### config.mk
export PLATFORM = sky130hd
export DESIGN_NAME = aluOutStage
export DESIGN_NICKNAME = d
export VERILOG_FILES = /design/src/rtl/aluOutPkg.sv /design/src/rtl/aluOutCtrl.sv /design/src/rtl/aluOutPath.sv /design/src/rtl/aluOutStage.sv
export SDC_FILE = /design/constraint.sdc
export NUM_CORES = 1
export LEC_CHECK = 0
export BUFFER_PORTS_ARGS = -buffer_cell sky130_fd_sc_hd__clkbuf_2
export CORE_AREA = 2 2 39 41
export DETAILED_ROUTE_END_ITERATION = 6
export DIE_AREA = 0 0 41 43
export SYNTH_ARGS = -nofsm -noshare
export SYNTH_HDL_FRONTEND = slang
export SYNTH_HIERARCHICAL = 1
export SYNTH_SLANG_ARGS = --single-unit
### constraint.sdc
create_clock -name vclk -period 1.13
set_clock_uncertainty 0.2 [all_clocks]
set_input_delay 0 -clock vclk [all_inputs]
set_output_delay 0 -clock vclk [all_outputs]
set_load 0.02 [all_outputs]
### src/rtl/aluOutPkg.sv
package aluOutPkg;
  // Strobes from control to datapath
  typedef struct packed {
    logic shiftEn;   // shift right selected
    logic rotateEn;  // top bit from carry
    logic bypassEn;  // route data bus to write-back
  } outStrobesT;
endpackage

### src/rtl/aluOutCtrl.sv
module aluOutCtrl
  import aluOutPkg::*;
#(
  parameter int SEL_W      = 4,
  parameter int SHIFT_CODE = 1
) (
  input  logic [SEL_W-1:0] selIn,
  input  logic             rotateReq,
  input  logic             bypassReq,
  output outStrobesT       strobes,
  output logic [SEL_W-1:0] selOut
);
  localparam logic [SEL_W-1:0] ShiftCode = SEL_W'(SHIFT_CODE);

  logic isShiftCode;

  always_comb begin
    isShiftCode      = (selIn == ShiftCode);
    // The borrowed code must never reach the ALU
    selOut           = isShiftCode ? '0 : selIn;
    strobes.bypassEn = bypassReq;
    // Bypass outranks the shift
    strobes.shiftEn  = isShiftCode && !bypassReq;
    strobes.rotateEn = rotateReq;
  end
endmodule

### src/rtl/aluOutPath.sv
module aluOutPath
  import aluOutPkg::*;
#(
  parameter int DATA_W = 8
) (
  input  logic [DATA_W-1:0] aluResult,
  input  logic [DATA_W-1:0] dataBus,
  input  logic              carryIn,
  input  outStrobesT        strobes,
  output logic [DATA_W-1:0] wbOut,
  output logic              carryOut
);
  localparam int TopBit = DATA_W - 1;

  logic [DATA_W-1:0] shifted;
  logic              fillBit;

  assign fillBit = strobes.rotateEn & carryIn;

  // Each lower bit takes its upper neighbour
  for (genvar i = 0; i < TopBit; i++) begin : gShift
    assign shifted[i] = aluResult[i+1];
  end
  assign shifted[TopBit] = fillBit;

  always_comb begin
    if (strobes.bypassEn) begin
      wbOut    = dataBus;
      carryOut = carryIn;
    end else if (strobes.shiftEn) begin
      wbOut    = shifted;
      carryOut = aluResult[0];
    end else begin
      wbOut    = aluResult;
      carryOut = carryIn;
    end
  end
endmodule

### src/rtl/aluOutStage.sv
module aluOutStage
  import aluOutPkg::*;
#(
  parameter int DATA_W     = 8,
  parameter int SEL_W      = 4,
  parameter int SHIFT_CODE = 1
) (
  input  logic [DATA_W-1:0] aluResult,
  input  logic [DATA_W-1:0] dataBus,
  input  logic              carryIn,
  input  logic [SEL_W-1:0]  aluSelIn,
  input  logic              rotateSel,
  input  logic              bypassEn,
  output logic [DATA_W-1:0] wbOut,
  output logic              carryOut,
  output logic [SEL_W-1:0]  aluSelOut
);
  outStrobesT strobes;

  aluOutCtrl #(.SEL_W(SEL_W), .SHIFT_CODE(SHIFT_CODE)) ctrl (
    .selIn(aluSelIn), .rotateReq(rotateSel), .bypassReq(bypassEn),
    .strobes(strobes), .selOut(aluSelOut)
  );

  aluOutPath #(.DATA_W(DATA_W)) path (
    .aluResult(aluResult), .dataBus(dataBus), .carryIn(carryIn),
    .strobes(strobes), .wbOut(wbOut), .carryOut(carryOut)
  );
endmodule

# Yosys cells after proc, flatten, opt, wreduce, memory -nomap -nowiden
# Index checks and enable logic that the tools add are counted.
totals:
  input_bits: 23
  ff_bits: 0
classes:
  eq_ne: 1
  bitwise_logic: 1
  mux: 5
  reduce_logical: 2
op_table:
  columns: ["op", "n"]
  rows:
  - ["2-to-1 mux 8 bit", 2]
  - ["== test 4 x 1 -> 1 bit (second input constant)", 1]
  - ["2-to-1 mux 4 bit", 1]
  - ["2-to-1 mux 1 bit", 2]
  - ["AND 1 bit", 1]
  - ["logical AND 1 bit", 1]
  - ["logical NOT 1 bit", 1]

# Logic depth before layout (Yosys ltp)
depth:
  ltp_word: 4
  ltp_mapped: 5
  ltp_nobuf: 4

# By module
# The synthesis kept the hierarchy.
modules_own_cells:
  columns: ["module", "n_inst", "area_per_inst_um2", "cells_per_inst", "seq_area_each_um2"]
  rows:
  - ["aluOutPath", 1, 206.4, 30, 0.0]
  - ["aluOutCtrl", 1, 53.8, 8, 0.0]

# Worst setup path after synthesis
# No wires, ideal clock.
synth_path:
  path_kind: "in2out"
  from: "input port bypassEn"
  to: "output port wbOut[0]"
  arrival_time_ns: 1.036
  setup_slack_ns: -0.106
  required_ns: 0.930
  path_stages: 5
  path_cell_list: "nand2b_1 -> nor4_2 -> buf_6 -> mux2i_1 -> o21ai_0"
synth_lines:
  columns: ["item", "line_no", "rtl"]
  rows:
  - ["start: declaration", "aluOutStage.sv:13", "input logic bypassEn,"]
  - ["end: declaration", "aluOutStage.sv:14", "output logic [DATA_W-1:0] wbOut,"]

==> results.json <==
{
  "violations": "setup timing",
  "fmax_ghz": 0.761,
  "synth_area_leader_cell": "mux2i_1",
  "place_congestion": 0.691,
  "rsz0062_at_grt": "true",
  "wl_per_cell_um": 10.1,
  "post_synth.cell_area_avg_um2": 6.85,
  "multi_input_area_um2": 239,
  "first_global_vias": 360,
  "io_pins": 36,
  "syn_inst": 38,
  "wirelength_um": 935,
  "yosysUniqueCellTypes": 16,
  "crit_arrival_ns": 1.11,
  "pwr-share-seq_pct": 0,
  "startpoint_type": "primary input",
  "die-area_mm2": 0.00176,
  "ant_nets": 0,
  "antenna_cells": 0,
  "switching_share_pct": 49.9,
  "peakVddDrop_mv": 0.180,
  "worst_hold_path.endpoint": "wbOut[5]",
  "place_ws_ns": -0.191,
  "busiest_layer": "met2",
  "yosys.area_share.xor_xnor_pct": 0,
  "drt_first_pass_iters": 4,
  "max_cap_viol_count": 0,
  "fin_crit_sh_pct": 116,
  "drive_above_1_share_pct": 67.5,
  "synth_top_family_by_area": "multiplexers",
  "use_met1_pct": 13.9,
  "p_total_mw": 0.218,
  "grt_max_degree": 18,
  "vias": 401,
  "status": "finished, violations left",
  "syn2layout_area_growth_pct": 119,
  "yosysWarnings": 6,
  "p_int_mw": 0.110,
  "grt-ovfl-total": 0,
  "grt_antenna_before_repair": 0,
  "grt_usage_pct": 10.7,
  "core-area_mm2": 0.00138,
  "use_met2_pct": 19.7,
  "synth-simple-area-share_pct": 29.3,
  "slowest_stage": "nor4_4",
  "n_clock_buffer": 0,
  "hold_start": "dataBus[5]",
  "die_h_um": 43,
  "design_area_um2": 571,
  "start_util_pct": 18.8,
  "utilization_pct": 41.2,
  "io_buffers": 36,
  "viasPerCell": 4.31,
  "cp_cell_sequence": "buf_8, nor4_4, buf_6, buf_12, mux2i_1, o21ai_1, buf_4",
  "synth_mux_area_share_pct": 32.7,
  "setup_ws_ns": -0.184,
  "crit_fanout": 6,
  "crit_buf_inv": 4,
  "synth-seq-area-share_pct": 0,
  "slowest_delay_ns": 0.27,
  "cp-end-kind": "output pin",
  "synth_top_cell_area_share_pct": 26.9,
  "p_clk_share_pct": 0,
  "synthAdderAreaFrac_pct": 0,
  "leakage_nw": 0.295,
  "seq_area_um2": 0,
  "layout.cells.non_filler": 93,
  "synth-compound-area-share_pct": 19.2,
  "yosys-top-cells-area": "mux2i_1 27%, nand2_1 10%, o21ai_1 9.6%",
  "switchingPower_mw": 0.109,
  "final_hold_viol_count": 0,
  "syn_nets": 61,
  "die_width_um": 41,
  "drv_slew": 0,
  "required_ns": 0.93,
  "setup_viol": 9,
  "holdBufCountCts": 0,
  "placedCellCount": 91,
  "path_delay_family": "buffers and inverters",
  "fillCellCount": 140,
  "fin_crit_ns": 1.31,
  "syn_area_um2": 260,
  "rows": 14,
  "placed_area_um2": 494,
  "worstSetupStartpoint": "aluSelIn[1]",
  "nFlopsAndLatches": 0,
  "pwr-share-comb_pct": 100.0,
  "grt_use_met3_pct": 0,
  "grt_pass1_wl_mm": 1.45,
  "power.density_mw_per_mm2": 383,
  "remaining_drc_errors": 0,
  "hold_class": "primary input to output pin",
  "relSlewSlack_pct": 86.0,
  "holdPathStages": 4,
  "worst_pin_slew_ns": 0.209,
  "worstSetupPathType": "primary input to output pin",
  "nets": 102,
  "drt_iter0_markers": 4
}
logic make-up after synthesis:
group	Yosys count
mux	8
compound gates	9
buf+inv	8
simple gates	13
per-layer routing:
layer | vias to the layer above | wire [um]
li1 | 209 | -
met1 | 166 | 346
met2 | 26 | 490
met3 | 0 | 98
met4 | 0 | 0
met5 | - | 0
tightest hold or removal path, delay by kind of cell:
kind | cells | cell delay, ns
AOI/OAI and AO/OA | 1 | 0.05
buffers and inverters | 2 | 0.23
and+or+nand+nor | 1 | 0.04
through the flow:
step	hold WS [ns]	setup TNS [ns]
final	0.115	-1.07
after global routing	0.147	-1.64
after CTS	0.121	-1.38
after detailed placement	0.120	-1.33
after global placement	0.114	-1.16
after floorplan	-0.0563	0
timing repair:
action | in CTS | in global routing
pin swaps | 2 | 0
setup buffers | 2 | 0
endpoints found under the setup margin | 9 | 9
resized for setup | 4 | 18
cell type report:
class / count / share of cell area, %
Multi-Input combinational cell: 30 / 41.9
Inverter: 1 / 0.658
Tap cell: 16 / 3.51
Timing Repair Buffer: 46 / 53.9
cell usage after synthesis:
master    number
nand2b_1       2
nand2b_4       1
mux2i_1        7
nor4_2         1
o31a_1         1
nor2b_1        1
clkbuf_1       3
buf_6          1
nand2_1        7
buf_4          3
o21ai_0        2
inv_1          1
nand3_1        1
mux2_4         1
a31oi_1        1
o21ai_1        5
power by group through the flow:
stage                     clock network [mW]  logic [mW]  registers [mW]
after global placement                     0       0.189               0
after detailed placement                   0       0.192               0
final                                      0       0.218               0
after floorplan                            0       0.105               0
after global routing                       0       0.236               0
after CTS                                  0       0.203               0
cell usage in the layout, fill, tap and decap left out:
cell type	instances
a31oi_2	1
buf_12	1
buf_2	3
buf_4	11
buf_6	4
buf_8	1
clkbuf_2	26
inv_1	1
mux2_4	1
mux2i_1	7
nand2_1	7
nand2b_1	1
nand2b_4	2
nand3_2	1
nor2b_1	1
nor4_4	1
o21ai_1	7
o31a_1	1
worst max-delay path by stage:
stage                to  slack [ns]  cells past startpoint
2_1_floorplan  wbOut[0]        0.04                      5
3_3_place_gp   wbOut[4]       -0.16                      8
3_5_place_dp   wbOut[3]       -0.19                      8
4_1_cts        wbOut[3]       -0.19                      7
5_1_grt        wbOut[3]       -0.22                      7
6_report       wbOut[2]       -0.18                      7
Note: power is estimated with default switching activity, not from simulation.
